**src/rtl/chan_load_pkg.sv**
```systemverilog
package chan_load_pkg;

  typedef enum logic {
    TGT_GRAY = 1'b0,
    TGT_CORR = 1'b1
  } load_target_e;

  // Status word field positions, computed from channel count and gray width
  function automatic int stat_therm_bit(input int ch, input int gw);
    return ch * gw - ch - 1;
  endfunction

  function automatic int stat_corr_hi(input int ch, input int gw);
    return ch * gw - ch - 9;
  endfunction

  function automatic int stat_corr_lo(input int ch, input int cw, input int gw);
    return stat_corr_hi(ch, gw) - ch * cw + 1;
  endfunction

endpackage

```
**src/rtl/chan_load_ctrl.sv**
```systemverilog
module chan_load_ctrl (
  input  logic clk,
  input  logic rst_n,
  input  logic latch_in,
  input  logic shift_stb,
  input  logic mode_corr,
  output logic latch_rise,
  output logic corr_commit,
  output logic gray_commit,
  output logic shift_go,
  output logic held_q
);
  logic latch_q;
  logic armed_q;
  logic gray_latch;
  logic finish;

  always_comb begin
    latch_rise  = latch_in & ~latch_q;
    gray_latch  = latch_rise & ~mode_corr;
    corr_commit = latch_rise & mode_corr;
    finish      = held_q & shift_stb & ~latch_rise;
    gray_commit = (gray_latch & ~armed_q) | finish;
    shift_go    = shift_stb & ~latch_rise & ~finish;
  end

  always_ff @(posedge clk) begin
    if (!rst_n) begin
      latch_q <= 1'b0;
      armed_q <= 1'b0;
      held_q  <= 1'b0;
    end else begin
      latch_q <= latch_in;
      if (corr_commit)     armed_q <= 1'b1;
      else if (gray_latch) armed_q <= 1'b0;
      if (corr_commit)     held_q <= 1'b0;
      else if (gray_latch) held_q <= armed_q;
      else if (finish)     held_q <= 1'b0;
    end
  end
endmodule

```
**src/rtl/chan_load_shift.sv**
```systemverilog
module chan_load_shift #(
  parameter int unsigned GRAY_LEN = 192,
  parameter int unsigned CORR_LEN = 96
) (
  input  logic                clk,
  input  logic                rst_n,
  input  logic                shift_go,
  input  logic                sdin,
  input  logic                mode_corr,
  input  logic                status_load,
  input  logic [GRAY_LEN-1:0] status_word,
  output logic [GRAY_LEN-1:0] sr_q,
  output logic                sdout
);
  import chan_load_pkg::*;

  load_target_e tgt;
  assign tgt = mode_corr ? TGT_CORR : TGT_GRAY;

  always_ff @(posedge clk) begin
    if (!rst_n) begin
      sr_q <= '0;
    end else if (status_load) begin
      sr_q <= status_word;
    end else if (shift_go) begin
      if (tgt == TGT_CORR) sr_q[CORR_LEN-1:0] <= {sr_q[CORR_LEN-2:0], sdin};
      else                 sr_q <= {sr_q[GRAY_LEN-2:0], sdin};
    end
  end

  assign sdout = (tgt == TGT_CORR) ? sr_q[CORR_LEN-1] : sr_q[GRAY_LEN-1];
endmodule

```
**src/rtl/chan_load_store.sv**
```systemverilog
module chan_load_store #(
  parameter int unsigned CHANNELS = 16,
  parameter int unsigned CORR_W   = 6,
  parameter int unsigned GRAY_W   = 12,
  localparam int unsigned CL = CHANNELS * CORR_W,
  localparam int unsigned GL = CHANNELS * GRAY_W
) (
  input  logic                clk,
  input  logic                rst_n,
  input  logic                corr_commit,
  input  logic                gray_commit,
  input  logic                nv_write,
  input  logic                corr_sel,
  input  logic [CHANNELS-1:0] open_flags,
  input  logic                thermal_flag,
  input  logic [GL-1:0]       sr_q,
  output logic [CL-1:0]       corr_q,
  output logic [GL-1:0]       gray_q,
  output logic [CL-1:0]       nv_q,
  output logic [GL-1:0]       status_word
);
  import chan_load_pkg::*;

  localparam int TH_BIT  = stat_therm_bit(CHANNELS, GRAY_W);
  localparam int CORR_HI = stat_corr_hi(CHANNELS, GRAY_W);

  for (genvar c = 0; c < CHANNELS; c++) begin : g_ch
    logic [CORR_W-1:0] corr_ch;
    logic [GRAY_W-1:0] gray_ch;
    logic [CORR_W-1:0] nv_ch;
    always_ff @(posedge clk) begin
      if (!rst_n) begin
        corr_ch <= '0;
        gray_ch <= '0;
        nv_ch   <= '0;
      end else begin
        if (corr_commit) corr_ch <= sr_q[c*CORR_W +: CORR_W];
        if (gray_commit) gray_ch <= sr_q[c*GRAY_W +: GRAY_W];
        if (nv_write)    nv_ch   <= corr_ch;
      end
    end
    assign corr_q[c*CORR_W +: CORR_W] = corr_ch;
    assign gray_q[c*GRAY_W +: GRAY_W] = gray_ch;
    assign nv_q[c*CORR_W +: CORR_W]   = nv_ch;
  end

  always_comb begin
    status_word                    = '0;
    status_word[GL-1 -: CHANNELS]  = open_flags;
    status_word[TH_BIT]            = thermal_flag;
    status_word[CORR_HI -: CL]     = corr_sel ? corr_q : nv_q;
  end
endmodule

```
**src/rtl/chan_load_port.sv**
```systemverilog
module chan_load_port #(
  parameter int unsigned CHANNELS = 16,
  parameter int unsigned CORR_W   = 6,
  parameter int unsigned GRAY_W   = 12
) (
  input  logic                         clk,
  input  logic                         rst_n,
  input  logic                         sdata_in,
  input  logic                         shift_stb,
  input  logic                         latch_in,
  input  logic                         mode_corr,
  input  logic                         corr_sel,
  input  logic                         nv_write,
  input  logic [CHANNELS-1:0]          open_flags,
  input  logic                         thermal_flag,
  output logic                         sdata_out,
  output logic [CHANNELS*CORR_W-1:0]   corr_vec,
  output logic [CHANNELS*GRAY_W-1:0]   gray_vec
);
  localparam int unsigned CL = CHANNELS * CORR_W;
  localparam int unsigned GL = CHANNELS * GRAY_W;

  logic          latch_rise;
  logic          corr_commit;
  logic          gray_commit;
  logic          shift_go;
  logic          held_q;
  logic [GL-1:0] sr_q;
  logic [GL-1:0] status_word;
  logic [CL-1:0] nv_q;

  chan_load_ctrl u_ctrl (
    .clk         (clk),
    .rst_n       (rst_n),
    .latch_in    (latch_in),
    .shift_stb   (shift_stb),
    .mode_corr   (mode_corr),
    .latch_rise  (latch_rise),
    .corr_commit (corr_commit),
    .gray_commit (gray_commit),
    .shift_go    (shift_go),
    .held_q      (held_q)
  );

  chan_load_shift #(.GRAY_LEN(GL), .CORR_LEN(CL)) u_shift (
    .clk         (clk),
    .rst_n       (rst_n),
    .shift_go    (shift_go),
    .sdin        (sdata_in),
    .mode_corr   (mode_corr),
    .status_load (gray_commit),
    .status_word (status_word),
    .sr_q        (sr_q),
    .sdout       (sdata_out)
  );

  chan_load_store #(.CHANNELS(CHANNELS), .CORR_W(CORR_W), .GRAY_W(GRAY_W)) u_store (
    .clk          (clk),
    .rst_n        (rst_n),
    .corr_commit  (corr_commit),
    .gray_commit  (gray_commit),
    .nv_write     (nv_write),
    .corr_sel     (corr_sel),
    .open_flags   (open_flags),
    .thermal_flag (thermal_flag),
    .sr_q         (sr_q),
    .corr_q       (corr_vec),
    .gray_q       (gray_vec),
    .nv_q         (nv_q),
    .status_word  (status_word)
  );
endmodule

```
**config.mk**
```make
export PLATFORM = sky130hd
export DESIGN_NAME = chan_load_port
export DESIGN_NICKNAME = d
export VERILOG_FILES = /design/src/rtl/chan_load_pkg.sv /design/src/rtl/chan_load_ctrl.sv /design/src/rtl/chan_load_shift.sv /design/src/rtl/chan_load_store.sv /design/src/rtl/chan_load_port.sv
export SDC_FILE = /design/constraint.sdc
export NUM_CORES = 1
export LEC_CHECK = 0
export CAP_MARGIN = 20
export CORE_ASPECT_RATIO = 1.4
export CORE_MARGIN = 1
export CORE_UTILIZATION = 50
export DETAILED_ROUTE_END_ITERATION = 8
export DONT_BUFFER_PORTS = 1
export GPL_TIMING_DRIVEN = 0
export MAX_ROUTING_LAYER = met4
export PLACE_DENSITY = 0.76
export SYNTH_ARGS = -nofsm -noshare
export SYNTH_HDL_FRONTEND = slang
export SYNTH_SLANG_ARGS = --single-unit
```
**constraint.sdc**
```tcl
create_clock -name clk -period 2.15 [get_ports clk]
set_input_delay 0 -clock clk [delete_from_list [all_inputs] [get_ports clk]]
set_output_delay 0 -clock clk [all_outputs]
set_load 0.01 [all_outputs]
```
==> impl_summary.log <==
[metrics] outcome: finished, final reports clean
[metrics] cell internal power dissipation: 17400 uW
[metrics] DR WL/cell: 21.1 um
[metrics] global-route usage over all layers: 0.309
[metrics] number of distinct library cell variants in the gate-level netlist after synthesis: 29
[metrics] proportion of synthesized flip-flops having asynchronous set or reset: 0
[metrics] type of element capturing the critical path: flop
[metrics] post-route antenna net violation count: 0
[metrics] DRC errors left: 0
[metrics] cell area power density: 895 mW/mm2
[metrics] starting utilization of the core area: 0.508
[metrics] cell at the slowest stage of the critical path: sky130_fd_sc_hd__clkbuf_4
[metrics] endpoint of the worst register-to-register path: u_store.g_ch[9].corr_ch[1]
[metrics] maximum operating frequency: 484 MHz
[metrics] source of the worst hold timing path: shift_stb
[metrics] combinational cell fraction of total power: 0.078
[metrics] type of element launching the critical path: flop
[metrics] total CTS buffers: 53
[metrics] wire length of the first global-routing pass: 108 mm
[metrics] dominant register cell in the synthesized netlist: sky130_fd_sc_hd__dfxtp_1
[metrics] R2R depth: 7
[metrics] GP Congestion: 0.914
[metrics] CTS Root Cell: sky130_fd_sc_hd__clkbuf_16
[metrics] hold violation count in the final report: 0
[metrics] largest fanout on the critical path: 10
[metrics] number of antenna violations at the first check in global routing: 0
[metrics] top post-synthesis cells by area: sky130_fd_sc_hd__dfxtp_1, sky130_fd_sc_hd__nand2_1, sky130_fd_sc_hd__a21boi_1
[metrics] largest vdd supply drop: 0.754 mV
[metrics] largest delay contributor family on the critical path: buffers and inverters
[metrics] number of global-route vias before repair: 18400
[metrics] floorplan row count: 92
[metrics] area fraction of the dominant cell type after synthesis: 0.504
[metrics] HPWL Detailed: 52.5 mm
[metrics] number of vias per cell: 5.60
[metrics] number of inserted diodes: 0
[metrics] switching share of total power: 0.246
[metrics] slowest stage delay, CP: 0.37 ns
[metrics] ordered list of cells on the worst path: nand2b_1 > buf_6 > nor2_2 > clkbuf_4 > buf_2 > nand2_1 > a21boi_0
[metrics] reg-to-reg startpoint: u_ctrl.latch_q
[metrics] part of the total power dissipated in sequential elements: 0.487
[metrics] power spent charging and discharging nets: 5680 uW
[metrics] register clock-pin slew on the reported worst setup and hold paths: 0.07 ns
[metrics] layout overhead on the synthesized area: 12.3%
[metrics] number of buffers between clock root and the deepest sink: 3
[metrics] most frequent cells after synthesis: sky130_fd_sc_hd__nand2_1, sky130_fd_sc_hd__dfxtp_1, sky130_fd_sc_hd__a21oi_1
[metrics] class of the tightest hold or removal check: input port to flop
[metrics] number of DRC markers after the initial detailed-route iteration: 1466
[metrics] number of flops mapped to enable cells by yosys: 0
[metrics] total number of clock tree sinks: 579
[metrics] Port Buffers: 0
[metrics] GRT Residual Overflow: 0
[metrics] end point of the worst hold path: u_shift.sr_q[111]
[metrics] cell taking the most area after synthesis: sky130_fd_sc_hd__dfxtp_1
[metrics] RSZ-0062 raised after global routing: no
[metrics] TritonCTS clock tree: built
[metrics] Placeable Area: 0.0452 mm2
[metrics] number of synthesis warnings: 0
[metrics] die width: 183 um
[metrics] critical path launch point: u_ctrl.latch_q
[metrics] number of iterations in the first detailed-routing pass: 6
[metrics] R2R Setup Slk: 0.08 ns
[metrics] ratio of cells with drive above 1 in the final layout: 0.107
[metrics] Mean Syn Cell Area: 8.65 um2
[metrics] required time at the worst-slack endpoint: 2.65 ns
[metrics] post-route worst setup slack: 0.0846 ns
[metrics] worst slew margin relative to its limit: 0.251
[metrics] Vias: 18900
[metrics] worst slew pin tran: 1.12 ns
[metrics] final-stage net count: 2756
[metrics] critical path class: flop to flop
[metrics] final setup violation count: 0
[metrics] reported max-cap violation count: 0
[metrics] summed instance area of the synthesized netlist: 0.0230 mm2
[metrics] crit path DAT: 2.57 ns
[metrics] reported leakage power: 0.00907 uW
[metrics] Die Footprint: 0.0468 mm2
[metrics] Critical path buffers and inverters: 3
[metrics] number of storage elements in the synthesis netlist: 579
[metrics] pin count of the biggest net entering global routing: 17
[metrics] net count after synthesis: 2681
[metrics] leading cell type by number of instances after synthesis: sky130_fd_sc_hd__nand2_1
[metrics] number of ports placed on the die boundary: 314
[metrics] portion of the post-synthesis area used by sequential elements: 0.504
[metrics] crit share post-route: 0.961
[metrics] maximum clock skew at final layout: 0.0121 ns
[metrics] worst hold path depth: 4
[metrics] Cells after Synth: 2656
[metrics] Final TNS setup: 0 ns
[metrics] share of power burned in the clock network: 0.435
[metrics] routed wire length: 71.4 mm
[metrics] shortest period the worst path allows: 2.07 ns
[metrics] worst slack at placement: -0.234 ns
[metrics] insertion delay to the later sink of the worst-skew pair: 0.60 ns
[metrics] H-Tree Level Count: 2
[metrics] overall power after layout: 23100 uW
[metrics] Final Max Tran Viols: 0
[metrics] die outline height: 256 um
## through the flow
stage / util / instance area [um2] / hold slack [ns] / cells
detailed placement: 0.525 / 23800 / 0.139 / 3267
global route: 0.571 / 25800 / 0.0526 / 3383
floorplan: - / 23000 / 0.127 / 2656
finish: 0.571 / 25800 / 0.0343 / 3383
global placement: 0.525 / 23800 / 0.137 / 3267
CTS: 0.570 / 25800 / 0.0465 / 3382
## power groups by stage
| stage | clock (uW) | sequential (uW) | combinational, uW |
|---|---|---|---|
| after detailed placement | 0 | 11500 | 1750 |
| after global routing | 10500 | 11300 | 1950 |
| after CTS | 10100 | 11200 | 1790 |
| final | 10000 | 11300 | 1810 |
| after floorplan | 0 | 11400 | 1210 |
| after global placement | 0 | 11500 | 1710 |
## flip-flops by register name, summed over array words and instances (netlist names)
register and flops:
u_ctrl.latch_q 1, u_store.g_ch.nv_ch 96, u_store.g_ch.gray_ch 192, u_shift.sr_q 192, u_store.g_ch.corr_ch 96, u_ctrl.held_q 1
u_ctrl.armed_q 1
## kinds of logic after synthesis
group                  count (synthesis)  synth area share
DFF                                  579             0.504
and+or+nand+nor                      981             0.173
buffers and inverters                217            0.0508
muxes                                193            0.0893
AOI/OAI and AO/OA                    686             0.183
## layer usage
layer  routed length (um)  vias to the layer above  track usage
met4                 4490                        0        0.174
met1                27000                     8950        0.346
met3                 6230                      228       0.0700
met5                    0                        -            -
met2                33700                      807        0.504
li1                     -                     8955            -
## cell usage in the layout (no fill, tap or decap), types with 2 or more instances in the layout
cell                            Yosys  final
sky130_fd_sc_hd__nand2_1          875    874
sky130_fd_sc_hd__clkbuf_2           3     10
sky130_fd_sc_hd__dlygate4sd3_1      0     19
sky130_fd_sc_hd__a31oi_1           24     24
sky130_fd_sc_hd__a21oi_1          257    257
sky130_fd_sc_hd__buf_2             51     50
sky130_fd_sc_hd__bufinv_16          0      6
sky130_fd_sc_hd__clkinv_2           0     10
sky130_fd_sc_hd__a21boi_1         182    182
sky130_fd_sc_hd__clkbuf_1         120    120
sky130_fd_sc_hd__mux2i_1           96     96
sky130_fd_sc_hd__and2_1             2      2
sky130_fd_sc_hd__o21ai_0          113    113
sky130_fd_sc_hd__buf_6             33     33
sky130_fd_sc_hd__clkinv_4           0      2
sky130_fd_sc_hd__clkinvlp_4         0      2
sky130_fd_sc_hd__dfxtp_1          579    579
sky130_fd_sc_hd__clkbuf_8           0     13
sky130_fd_sc_hd__mux2_2            97     97
sky130_fd_sc_hd__a21boi_0         107    107
sky130_fd_sc_hd__inv_6              0      2
sky130_fd_sc_hd__buf_4              7      8
sky130_fd_sc_hd__clkbuf_16          0     55
sky130_fd_sc_hd__nor2b_1           97     97
## what timing repair did
| action | in CTS | in global routing |
|---|---|---|
| resized for setup | 3 | 11 |
| gates cloned | 0 | 0 |
| pin swaps | 0 | 1 |
| hold endpoints to repair | 21 | 0 |
| hold buffers | 19 | 0 |
| endpoints found under the setup margin | 93 | 46 |
| buffers inserted | 0 | 1 |
## cell type report
cell class	count	area, um2
Buffer	216	1170
Clock buffer	74	1580
Clock inverter	22	280
Fill cell	3972	19400
Inverter	1	3.75
Multi-Input combinational cell	1860	10200
Sequential cell	579	11600
Tap cell	611	764
Timing Repair Buffer	20	198
## tightest hold or removal path, delay by kind of cell
family / cells / cell delay (ns)
AOI/OAI and AO/OA: 3 / 0.37
buffers and inverters: 1 / 0.21
## how the worst max path moves through the flow
stage | depth (start not counted) | endpoint
after floorplan | 8 | u_shift.sr_q[101]
after global placement | 6 | u_store.g_ch[2].gray_ch[11]
after detailed placement | 6 | u_store.g_ch[2].gray_ch[11]
after CTS | 8 | u_store.g_ch[0].gray_ch[7]
after global routing | 7 | u_store.g_ch[12].corr_ch[3]
final | 7 | u_store.g_ch[9].corr_ch[1]
Power figures use the tool's default switching activity.
